File: src/rtl/rstgen_pkg.sv
package rstgen_pkg;
    typedef enum logic [1:0] {
        ST_HOLD    = 2'd0,
        ST_COUNT   = 2'd1,
        ST_RELEASE = 2'd2
    } rg_state_t;
endpackage

File: src/rtl/rstgen_sync.sv
module rstgen_sync #(
    parameter int STAGES = 2
) (
    input  logic clk,
    input  logic rst_n,
    input  logic din,
    output logic dout
);
    logic [STAGES-1:0] chain;

    generate
        for (genvar i = 0; i < STAGES; i++) begin : g_stage
            if (i == 0) begin : g_first
                always_ff @(posedge clk or negedge rst_n) begin
                    if (!rst_n) chain[0] <= 1'b0;
                    else        chain[0] <= din;
                end
            end else begin : g_next
                always_ff @(posedge clk or negedge rst_n) begin
                    if (!rst_n) chain[i] <= 1'b0;
                    else        chain[i] <= chain[i-1];
                end
            end
        end
    endgenerate

    assign dout = chain[STAGES-1];
endmodule

File: src/rtl/rstgen_timer.sv
module rstgen_timer #(
    parameter int TIMEOUT_CYC = 8
) (
    input  logic clk,
    input  logic rst_n,
    input  logic clr,
    input  logic inc,
    output logic expired
);
    localparam int CW = (TIMEOUT_CYC > 1) ? $clog2(TIMEOUT_CYC) : 1;
    localparam logic [CW-1:0] LAST = CW'(TIMEOUT_CYC - 1);

    logic [CW-1:0] cnt;

    always_ff @(posedge clk or negedge rst_n) begin
        if (!rst_n)      cnt <= '0;
        else if (clr)    cnt <= '0;
        else if (inc)    cnt <= cnt + 1'b1;
    end

    assign expired = (cnt == LAST);
endmodule

File: src/rtl/rstgen_fsm.sv
module rstgen_fsm
    import rstgen_pkg::*;
(
    input  logic clk,
    input  logic rst_n,
    input  logic rail_en,
    input  logic good_s,
    input  logic expired,
    output logic tmr_clr,
    output logic tmr_inc,
    output logic pull_low
);
    rg_state_t state, state_nx;
    logic      usable;

    assign usable = rail_en & good_s;

    always_ff @(posedge clk or negedge rst_n) begin
        if (!rst_n) state <= ST_HOLD;
        else        state <= state_nx;
    end

    always_comb begin
        state_nx = state;
        tmr_clr  = 1'b0;
        tmr_inc  = 1'b0;
        unique case (state)
            ST_HOLD, ST_COUNT: begin
                if (!usable) begin
                    state_nx = ST_HOLD;
                    tmr_clr  = 1'b1;
                end else if (expired) begin
                    state_nx = ST_RELEASE;
                    tmr_clr  = 1'b1;
                end else begin
                    state_nx = ST_COUNT;
                    tmr_inc  = 1'b1;
                end
            end
            ST_RELEASE: begin
                tmr_clr = 1'b1;
                if (!usable) state_nx = ST_HOLD;
            end
            default: begin
                state_nx = ST_HOLD;
                tmr_clr  = 1'b1;
            end
        endcase
    end

    always_comb begin
        pull_low = 1'b1;
        unique case (state)
            ST_HOLD:    pull_low = 1'b1;
            ST_COUNT:   pull_low = 1'b1;
            ST_RELEASE: pull_low = ~rail_en;
            default:    pull_low = 1'b1;
        endcase
    end
endmodule

File: src/rtl/rail_reset_gen.sv
module rail_reset_gen #(
    parameter int TIMEOUT_CYC = 1920,
    parameter int SYNC_STAGES = 2
) (
    input  logic clk,
    input  logic rst_n,
    input  logic rail_en,
    input  logic rail_good_raw,
    output logic pull_low,
    output logic reset_line_n
);
    logic good_s;
    logic expired;
    logic tmr_clr;
    logic tmr_inc;

    rstgen_sync #(.STAGES(SYNC_STAGES)) u_sync (
        .clk  (clk),
        .rst_n(rst_n),
        .din  (rail_good_raw),
        .dout (good_s)
    );

    rstgen_timer #(.TIMEOUT_CYC(TIMEOUT_CYC)) u_timer (
        .clk    (clk),
        .rst_n  (rst_n),
        .clr    (tmr_clr),
        .inc    (tmr_inc),
        .expired(expired)
    );

    rstgen_fsm u_fsm (
        .clk     (clk),
        .rst_n   (rst_n),
        .rail_en (rail_en),
        .good_s  (good_s),
        .expired (expired),
        .tmr_clr (tmr_clr),
        .tmr_inc (tmr_inc),
        .pull_low(pull_low)
    );

    assign reset_line_n = ~pull_low;
endmodule

File: config.mk
export PLATFORM = sky130hd
export DESIGN_NAME = rail_reset_gen
export DESIGN_NICKNAME = d
export VERILOG_FILES = /design/src/rtl/rstgen_pkg.sv /design/src/rtl/rstgen_sync.sv /design/src/rtl/rstgen_timer.sv /design/src/rtl/rstgen_fsm.sv /design/src/rtl/rail_reset_gen.sv
export SDC_FILE = /design/constraint.sdc
export NUM_CORES = 1
export LEC_CHECK = 0
export ABC_AREA = 1
export BUFFER_PORTS_ARGS = -buffer_cell sky130_fd_sc_hd__buf_4
export CORE_MARGIN = 8
export CORE_UTILIZATION = 34
export CTS_BUF_LIST = sky130_fd_sc_hd__clkbuf_16
export DETAILED_ROUTE_END_ITERATION = 10
export PLACE_DENSITY = 0.52
export SYNTH_ARGS = -nofsm -noshare
export SYNTH_HDL_FRONTEND = slang
export SYNTH_HIERARCHICAL = 1
export SYNTH_SLANG_ARGS = --single-unit
File: constraint.sdc
create_clock -name clk -period 2 [get_ports clk]
set_input_delay 0.6 -clock clk [delete_from_list [all_inputs] [get_ports clk]]
set_output_delay 0.6 -clock clk [all_outputs]
set_load 0.01 [all_outputs]
==> metrics.txt, run 1 <==
# TYPE chip_impl_metric gauge
chip_impl_metric{name="final_design_area_no_fill",unit="um2"} 1060
chip_impl_metric{name="ys.warnings.count",unit=""} 6
chip_impl_metric{name="synthSimpleGateAreaFrac",unit="%"} 37.3
chip_impl_metric{name="yosys_register_bits",unit=""} 15
chip_impl_metric{name="cts_inserted_buffers",unit=""} 3
chip_impl_metric{name="initial_standard_cell_utilization_of_the_core",unit="%"} 36.0
chip_impl_metric{name="grt_total_ovfl",unit=""} 0
chip_impl_metric{name="syn-num-nets",unit=""} 112
chip_impl_metric{name="fp.coreArea",unit="um2"} 2230
chip_impl_metric{name="vdd.ir_drop.worst",unit="mV"} 0.709
chip_impl_metric{name="power-per-cell-area",unit="nW/um2"} 706
chip_impl_metric{name="timing_max_transition_violations_final",unit=""} 0
chip_impl_metric{name="worst-endpoint-arrival",unit="ns"} 1.94
chip_impl_metric{name="rows",unit=""} 17
chip_impl_metric{name="finalHoldViolCount",unit=""} 0
chip_impl_metric{name="synthArstFlopShare",unit="%"} 100
chip_impl_metric{name="via_count_of_the_first_global_routing_pass",unit=""} 616
chip_impl_info{name="largest_family_of_logic_cells_by_synthesized_area",value="simple AND/OR/NAND/NOR gates"} 1
chip_impl_metric{name="worstPathMaxFanout",unit=""} 10
chip_impl_metric{name="min_setup_slack_post_route",unit="ns"} 0.201
chip_impl_metric{name="post-layout-total-power",unit="mW"} 0.747
chip_impl_metric{name="dp.cells",unit=""} 151
chip_impl_metric{name="area_growth_syn_to_layout",unit="%"} 31.6
chip_impl_info{name="startpoint_type",value="flip-flop"} 1
chip_impl_metric{name="setup_tns",unit="ns"} 0
chip_impl_metric{name="grtUsageTotal",unit="%"} 8.24
chip_impl_metric{name="vias",unit=""} 682
chip_impl_metric{name="synth.lib_cells_used.distinct",unit=""} 18
chip_impl_metric{name="grt_max_degree",unit=""} 16
chip_impl_metric{name="worstMarginPinSlew",unit="ns"} 0.218
chip_impl_metric{name="netlist_instances",unit=""} 107
chip_impl_info{name="cp_slowest_cell",value="sky130_fd_sc_hd__dfrtp_1"} 1
chip_impl_metric{name="setup_skew_after_layout",unit="ns"} 0.00354
chip_impl_metric{name="detail_route.first_pass.iterations",unit=""} 4
chip_impl_metric{name="postRouteAntennaNets",unit=""} 0
chip_impl_info{name="holdCritPathClass",value="in2async"} 1
chip_impl_info{name="synth_most_common_cell",value="sky130_fd_sc_hd__nand2_1"} 1
chip_impl_metric{name="finalSetupViolations",unit=""} 0
chip_impl_metric{name="routed_via_density",unit=""} 4.40
chip_impl_metric{name="route.final.wire_length",unit="mm"} 1.52
chip_impl_metric{name="count_of_boundary_i_o_pins",unit=""} 6
chip_impl_metric{name="clk-insertion-delay-late",unit="ns"} 0.25
chip_impl_info{name="synth_area_leader_cell",value="sky130_fd_sc_hd__dfrtp_1"} 1
chip_impl_metric{name="muxShareOfSynthArea",unit="%"} 0
chip_impl_metric{name="max_freq",unit="MHz"} 556
chip_impl_metric{name="synthAdderAreaFrac",unit="%"} 1.56
chip_impl_metric{name="h-tree-depth",unit=""} 1
chip_impl_metric{name="critical_path_required",unit="ns"} 2.14
chip_impl_metric{name="fp.dieArea",unit="um2"} 4180
chip_impl_metric{name="synth.yosys.seq_area_share",unit="%"} 46.7
chip_impl_metric{name="crit_buf_inv",unit=""} 4
chip_impl_metric{name="edff_count_synth",unit=""} 0
chip_impl_metric{name="number_of_antenna_violations_at_the_first_check_in_global_routing",unit=""} 0
chip_impl_metric{name="first_iter_violations",unit=""} 21
chip_impl_metric{name="cellLeakagePower",unit="nW"} 0.516
chip_impl_metric{name="timing.slew.headroom",unit="%"} 85.3
chip_impl_info{name="timing.critical_path.to_type",value="flip-flop"} 1
chip_impl_info{name="synth.cells.most_frequent",value="sky130_fd_sc_hd__nand2_1, sky130_fd_sc_hd__inv_1, sky130_fd_sc_hd__dfrtp_1, sky130_fd_sc_hd__nor2_1, sky130_fd_sc_hd__nand3_1"} 1
chip_impl_metric{name="critPathMaxStageDelay",unit="ns"} 0.38
chip_impl_metric{name="clk_path_buf_depth",unit=""} 2
chip_impl_metric{name="final_cells",unit=""} 155
chip_impl_metric{name="synth.top_cell.area_share",unit="%"} 46.7
chip_impl_info{name="path_cells",value="ha_2, nand3_2, nor4_2, buf_4, nor2_1, nand2_2, inv_1, nor2_4, inv_2, nand2_1, nand2_1, nand2_1, nand2_1, inv_1"} 1
chip_impl_metric{name="place_area",unit="um2"} 960
chip_impl_info{name="critPathMostFrequentCell",value="sky130_fd_sc_hd__nand2_1"} 1
chip_impl_metric{name="post_synth_xor_area_fraction",unit="%"} 1.09
chip_impl_metric{name="fillCellCount",unit=""} 229
chip_impl_metric{name="max-cap-violations",unit=""} 0
chip_impl_metric{name="timing.final.crit_period",unit="ns"} 1.80
chip_impl_metric{name="place.detailed.hpwl",unit="mm"} 1.19
chip_impl_info{name="worstSetupPathType",value="reg2reg"} 1
chip_impl_metric{name="fraction_of_the_cycle_the_final_worst_path_needs",unit="%"} 90.0
chip_impl_info{name="clk_root_buffer_cell",value="sky130_fd_sc_hd__clkbuf_16"} 1
chip_impl_info{name="status",value="complete, no violations"} 1
chip_impl_metric{name="port-buffer-count",unit=""} 5
chip_impl_metric{name="dpl_worst_slack",unit="ns"} 0.0170
chip_impl_info{name="ys_dominant_reg_cell",value="sky130_fd_sc_hd__dfrtp_1"} 1
chip_impl_metric{name="drive_gt1_share",unit="%"} 27.6
chip_impl_metric{name="drt_drc_violations_left",unit=""} 0
chip_impl_metric{name="gp_congestion",unit=""} 0.796
chip_impl_metric{name="route.detailed.wl_per_inst",unit="um"} 9.80
chip_impl_metric{name="fin_nets",unit=""} 133
chip_impl_metric{name="grt_pass1_wl",unit="mm"} 2.68
chip_impl_metric{name="antennaDiodeCount",unit=""} 0
chip_impl_metric{name="syn_avg_cell_area",unit="um2"} 7.52
chip_impl_info{name="cts_tree",value="yes"} 1
chip_impl_metric{name="netlist_area",unit="um2"} 805
chip_impl_info{name="critPathTopFamily",value="simple AND/OR/NAND/NOR gates"} 1
chip_impl_metric{name="y_dimension_of_the_die",unit="um"} 64.6
chip_impl_info{name="rsz_0062_raised_after_global_routing",value="no"} 1
chip_impl_metric{name="clk_pin_slew_worst_setup_hold_paths",unit="ns"} 0.05
chip_impl_metric{name="cts.sink_count",unit=""} 15
chip_impl_metric{name="die_width",unit="um"} 64.6
chip_impl_info{name="synth_top_cells_by_area",value="sky130_fd_sc_hd__dfrtp_1, sky130_fd_sc_hd__nand2_1, sky130_fd_sc_hd__inv_1"} 1
chip_impl_metric{name="synth_compound_area_share",unit="%"} 3.11
layout make-up:
type,count,area [um2],share of cell area [%]
flip-flops and latches,15,375,35.5
multi-input cells,70,363,34.3
repair buffers,16,120,11.3
inverters,22,82.6,7.80
clock buffers,3,75.1,7.09
well taps,28,35.0,3.31
clock inverters,1,7.51,0.709
layout by cell type, fill, tap and decap left out:
| cell type | Yosys | final |
|---|---|---|
| sky130_fd_sc_hd__nor2_2 | 4 | 4 |
| sky130_fd_sc_hd__ha_2 | 0 | 1 |
| sky130_fd_sc_hd__clkinvlp_4 | 0 | 1 |
| sky130_fd_sc_hd__a21oi_1 | 3 | 3 |
| sky130_fd_sc_hd__nor2_4 | 1 | 2 |
| sky130_fd_sc_hd__o21ai_0 | 1 | 1 |
| sky130_fd_sc_hd__clkbuf_16 | 0 | 3 |
| sky130_fd_sc_hd__nand4_1 | 5 | 5 |
| sky130_fd_sc_hd__nand2_2 | 2 | 2 |
| sky130_fd_sc_hd__inv_1 | 19 | 19 |
| sky130_fd_sc_hd__o21ai_1 | 1 | 1 |
| sky130_fd_sc_hd__xnor2_1 | 1 | 1 |
| sky130_fd_sc_hd__nor4_2 | 0 | 1 |
| sky130_fd_sc_hd__inv_2 | 2 | 2 |
| sky130_fd_sc_hd__nor2_1 | 13 | 12 |
| sky130_fd_sc_hd__nand3_2 | 3 | 3 |
| sky130_fd_sc_hd__clkinv_1 | 1 | 1 |
| sky130_fd_sc_hd__buf_4 | 0 | 16 |
| sky130_fd_sc_hd__dfrtp_1 | 15 | 15 |
| sky130_fd_sc_hd__nand2_1 | 28 | 28 |
| sky130_fd_sc_hd__nand3_1 | 6 | 6 |
metrics by stage:
step | utilization (%) | hold slack (ns)
after global placement | 43.0 | 0.338
after global routing | 47.4 | 0.215
after floorplan | - | 0.304
after detailed placement | 43.0 | 0.342
final | 47.4 | 0.197
after CTS | 46.8 | 0.204
worst paths after layout:
| check | start | to | slack (ns) | cells past startpoint |
|---|---|---|---|---|
| max | u_timer/cnt[0]$_DFFE_PN0P_ | u_timer/cnt[5]$_DFFE_PN0P_ | 0.20 | 14 |
| min | rst_n | u_timer/cnt[0]$_DFFE_PN0P_ | 0.20 | 1 |
| max reg2reg | u_timer/cnt[0]$_DFFE_PN0P_ | u_timer/cnt[5]$_DFFE_PN0P_ | 0.20 | 14 |
| min reg2reg | u_sync/chain[0]$_DFF_PN0_ | u_sync/dout$_DFF_PN0_ | 0.35 | 0 |
| max in group asynchronous | rst_n | u_timer/cnt[10]$_DFFE_PN0P_ | 1.63 | 1 |
| min in group clk | u_sync/chain[0]$_DFF_PN0_ | u_sync/dout$_DFF_PN0_ | 0.35 | 0 |
registers in the layout, summed over array words and instances (netlist names):
| register | flops |
|---|---|
| u_fsm/state | 2 |
| u_sync/chain | 1 |
| u_sync/dout | 1 |
| u_timer/cnt | 11 |
report_power, final:
part	leakage [nW]	switching [mW]	total, mW	internal (mW)
registers	0.204	0.00191	0.310	0.308
clock network	0.0371	0.126	0.396	0.269
logic	0.276	0.0254	0.0418	0.0165
timing repair:
| item | in CTS | in global routing |
|---|---|---|
| hold buffers | 0 | 0 |
| resized for setup | 1 | 3 |
| pin swaps | 0 | 1 |
| endpoints found under the setup margin | 3 | 9 |
| endpoints found under the hold margin | 0 | 0 |
| buffers inserted | 0 | 0 |
logic make-up (layout without fill, tap and decap cells):
group           after synthesis  after routing
simple gates                 63             63
xor+xnor                      1              1
compound gates                5              5
buf+inv                      22             42
flops                        15             15
fa+ha+maj                     1              1
routing by layer:
metal	track usage (%)	share of wire, %	vias up
met5	0	0	-
met4	5.72	2.5	0
met3	2.23	3.6	4
met2	12.2	46	9
li1	-	-	370
met1	10.2	48	299
Power figures use the tool's default switching activity.
==> run 2, diff against run 1 <==
- CTS_CLUSTER_SIZE: not set -> 28
- SYNTH_HIERARCHICAL: 1 -> not set
==> metrics.txt, run 2 <==
# TYPE chip_impl_metric gauge
chip_impl_metric{name="final_core_utilization",unit="%"} 42.6
chip_impl_metric{name="place_area",unit="um2"} 845
chip_impl_metric{name="finalSetupViolations",unit=""} 0
chip_impl_metric{name="y_dimension_of_the_die",unit="um"} 63.7
chip_impl_metric{name="gp_congestion",unit=""} 0.692
chip_impl_metric{name="edff_count_synth",unit=""} 0
chip_impl_metric{name="grtUsageTotal",unit="%"} 7.45
chip_impl_metric{name="netlist_area",unit="um2"} 772
chip_impl_metric{name="syn-num-nets",unit=""} 90
chip_impl_metric{name="routed_via_density",unit=""} 4.45
chip_impl_metric{name="synthArstFlopShare",unit="%"} 100
chip_impl_metric{name="yosys_register_bits",unit=""} 15
chip_impl_metric{name="drt_drc_violations_left",unit=""} 0
chip_impl_info{name="largest_register",value="u_timer.cnt"} 1
chip_impl_info{name="synth_top_cells_by_area",value="sky130_fd_sc_hd__dfrtp_1, sky130_fd_sc_hd__nand2_1, sky130_fd_sc_hd__nor2_2"} 1
chip_impl_metric{name="port-buffer-count",unit=""} 5
chip_impl_info{name="synth.cells.most_frequent",value="sky130_fd_sc_hd__nand2_1, sky130_fd_sc_hd__dfrtp_1, sky130_fd_sc_hd__inv_1, sky130_fd_sc_hd__nor2_2"} 1
chip_impl_metric{name="route.final.wire_length",unit="mm"} 1.28
chip_impl_info{name="layout.cells.most_common_list",value="sky130_fd_sc_hd__nand2_1, sky130_fd_sc_hd__dfrtp_1, sky130_fd_sc_hd__inv_1, sky130_fd_sc_hd__nor2_2"} 1
chip_impl_info{name="worstSetupPathType",value="in2out"} 1
chip_impl_metric{name="syn_avg_cell_area",unit="um2"} 9.08
chip_impl_metric{name="synth.top_cell.area_share",unit="%"} 48.6
chip_impl_info{name="ys_dominant_reg_cell",value="sky130_fd_sc_hd__dfrtp_1"} 1
chip_impl_metric{name="cts.sink_count",unit=""} 15
chip_impl_metric{name="worstPathMaxFanout",unit=""} 2
chip_impl_metric{name="fp.coreArea",unit="um2"} 2170
chip_impl_metric{name="rows",unit=""} 17
chip_impl_info{name="status",value="complete, no violations"} 1
chip_impl_metric{name="cts_hold_repair.buffers",unit=""} 0
chip_impl_metric{name="first_iter_violations",unit=""} 6
chip_impl_metric{name="h-tree-depth",unit=""} 1
chip_impl_metric{name="worst-endpoint-arrival",unit="ns"} 0.98
chip_impl_metric{name="finalHoldViolCount",unit=""} 0
chip_impl_metric{name="grt_max_degree",unit=""} 16
chip_impl_info{name="cts_tree",value="yes"} 1
chip_impl_info{name="startpoint_type",value="input port"} 1
chip_impl_info{name="holdCritPathClass",value="in2async"} 1
chip_impl_metric{name="largest_register_ffs",unit=""} 11
chip_impl_metric{name="antennaDiodeCount",unit=""} 0
chip_impl_metric{name="setup_tns",unit="ns"} 0
chip_impl_metric{name="setup_skew_after_layout",unit="ns"} 0.000578
chip_impl_metric{name="ys.warnings.count",unit=""} 0
chip_impl_metric{name="cts_inserted_buffers",unit=""} 3
chip_impl_metric{name="max_freq",unit="MHz"} 633
chip_impl_metric{name="fraction_of_the_cycle_the_final_worst_path_needs",unit="%"} 79.0
chip_impl_metric{name="via_count_of_the_first_global_routing_pass",unit=""} 545
chip_impl_metric{name="power-per-cell-area",unit="nW/um2"} 780
chip_impl_metric{name="worstMarginPinSlew",unit="ns"} 0.290
chip_impl_metric{name="number_of_antenna_violations_at_the_first_check_in_global_routing",unit=""} 0
chip_impl_metric{name="synth.yosys.seq_area_share",unit="%"} 48.6
chip_impl_metric{name="clk_path_buf_depth",unit=""} 2
chip_impl_info{name="largest_registers",value="u_timer.cnt (11), u_fsm.state (2)"} 1
chip_impl_metric{name="timing.final.crit_period",unit="ns"} 1.58
chip_impl_metric{name="timing_max_transition_violations_final",unit=""} 0
chip_impl_metric{name="timing.slew.headroom",unit="%"} 80.7
chip_impl_metric{name="grt_total_ovfl",unit=""} 0
chip_impl_info{name="final_common_cell",value="sky130_fd_sc_hd__nand2_1"} 1
chip_impl_metric{name="fin_nets",unit=""} 100
chip_impl_info{name="synth_most_common_cell",value="sky130_fd_sc_hd__nand2_1"} 1
chip_impl_info{name="worst_flop_to_flop_path_endpoint",value="u_timer.cnt[5]$_DFFE_PN0P_"} 1
chip_impl_metric{name="r2r_cells",unit=""} 6
chip_impl_metric{name="detail_route.first_pass.iterations",unit=""} 3
chip_impl_metric{name="post-cts-setup-buffers",unit=""} 0
chip_impl_metric{name="route.detailed.wl_per_inst",unit="um"} 10.5
chip_impl_metric{name="netlist_instances",unit=""} 85
chip_impl_info{name="clk_root_buffer_cell",value="sky130_fd_sc_hd__clkbuf_16"} 1
chip_impl_info{name="timing.critical_path.to_type",value="output pin"} 1
chip_impl_metric{name="fillCellCount",unit=""} 224
chip_impl_metric{name="initial_standard_cell_utilization_of_the_core",unit="%"} 35.6
chip_impl_metric{name="final_design_area_no_fill",unit="um2"} 923
chip_impl_metric{name="clk_pin_slew_worst_setup_hold_paths",unit="ns"} 0.05
chip_impl_metric{name="vdd.ir_drop.worst",unit="mV"} 0.367
chip_impl_metric{name="rrSetupSlack",unit="ns"} 0.61
chip_impl_metric{name="count_of_boundary_i_o_pins",unit=""} 6
chip_impl_metric{name="fp.dieArea",unit="um2"} 4050
chip_impl_metric{name="die_width",unit="um"} 63.7
chip_impl_metric{name="grt_pass1_wl",unit="mm"} 2.37
chip_impl_metric{name="cts-resized-gates",unit=""} 0
chip_impl_metric{name="postRouteAntennaNets",unit=""} 0
chip_impl_metric{name="vias",unit=""} 543
chip_impl_metric{name="synth.lib_cells_used.distinct",unit=""} 19
chip_impl_metric{name="place.detailed.hpwl",unit="um"} 955
chip_impl_metric{name="max-cap-violations",unit=""} 0
chip_impl_info{name="rsz_0062_raised_after_global_routing",value="no"} 1
chip_impl_info{name="synth_area_leader_cell",value="sky130_fd_sc_hd__dfrtp_1"} 1
chip_impl_info{name="regToRegStartpoint",value="u_timer.cnt[0]$_DFFE_PN0P_"} 1
chip_impl_metric{name="area_growth_syn_to_layout",unit="%"} 19.6
chip_impl_metric{name="critical_path_required",unit="ns"} 1.40
chip_impl_metric{name="cellLeakagePower",unit="nW"} 0.418
chip_impl_metric{name="drive_gt1_share",unit="%"} 26.6
chip_impl_metric{name="post-layout-total-power",unit="mW"} 0.721
chip_impl_metric{name="clk-insertion-delay-late",unit="ns"} 0.24
## run 2: cell count changes in the layout (fill, tap and decap cells not counted), sizes merged, moves of 2 or more
cell / delta
nor3: +3
inv: -8
nand3: -2
buf: -11
nand4: -3
nor2: -2
nand2: -8
xor2: +2
## run 2: worst max path at each step
stage          startpoint      endpoint
3_3_place_gp      rail_en  reset_line_n
2_1_floorplan     rail_en  reset_line_n
3_5_place_dp      rail_en  reset_line_n
6_report          rail_en  reset_line_n
4_1_cts           rail_en  reset_line_n
5_1_grt           rail_en  reset_line_n
## run 2: stage by stage
step / setup slack, ns / hold slack (ns) / std cells
floorplan: 0.550 / 0.304 / 85
global placement: 0.431 / 0.334 / 118
detailed placement: 0.419 / 0.338 / 118
CTS: 0.419 / 0.204 / 122
global route: 0.386 / 0.216 / 122
finish: 0.419 / 0.200 / 122
## run 2: worst max-delay path, cell delays in order
cell                      delay (ns)
sky130_fd_sc_hd__buf_4          0.11
sky130_fd_sc_hd__nand3_1        0.09
sky130_fd_sc_hd__inv_1          0.05
sky130_fd_sc_hd__buf_4          0.13
## run 2: routing by layer
layer	vias up	wire (um)	GRT usage, %
met3	5	57	2.47
met2	7	583	11.7
met1	248	587	8.06
li1	283	-	-
met4	0	48	5.85
met5	-	0	0
## run 2: logic make-up (layout without fill, tap and decap cells)
kind of cell	count (synthesis)	count (layout)	synth area share, %
AND/OR/NAND/NOR	50	50	37.3
flip-flops	15	15	48.6
buffers and inverters	12	21	5.84
AO/OA/AOI/OAI	4	4	3.24
XOR/XNOR	3	3	3.40
adder cells (fa/ha/maj)	1	1	1.62
## run 2: final cells by class
cell class / instances / area (um2) / area share [%]
Timing Repair Buffer: 5 / 37.5 / 4.07
Tap cell: 28 / 35.0 / 3.79
Inverter: 12 / 45.0 / 4.88
Clock inverter: 1 / 3.75 / 0.407
Sequential cell: 15 / 375 / 40.7
Multi-Input combinational cell: 58 / 352 / 38.1
Clock buffer: 3 / 75.1 / 8.13
## run 2: where the power goes
part	total [mW]	internal, mW	switching [mW]
clock network	0.382	0.264	0.118
registers	0.313	0.309	0.00330
logic	0.0257	0.00856	0.0171
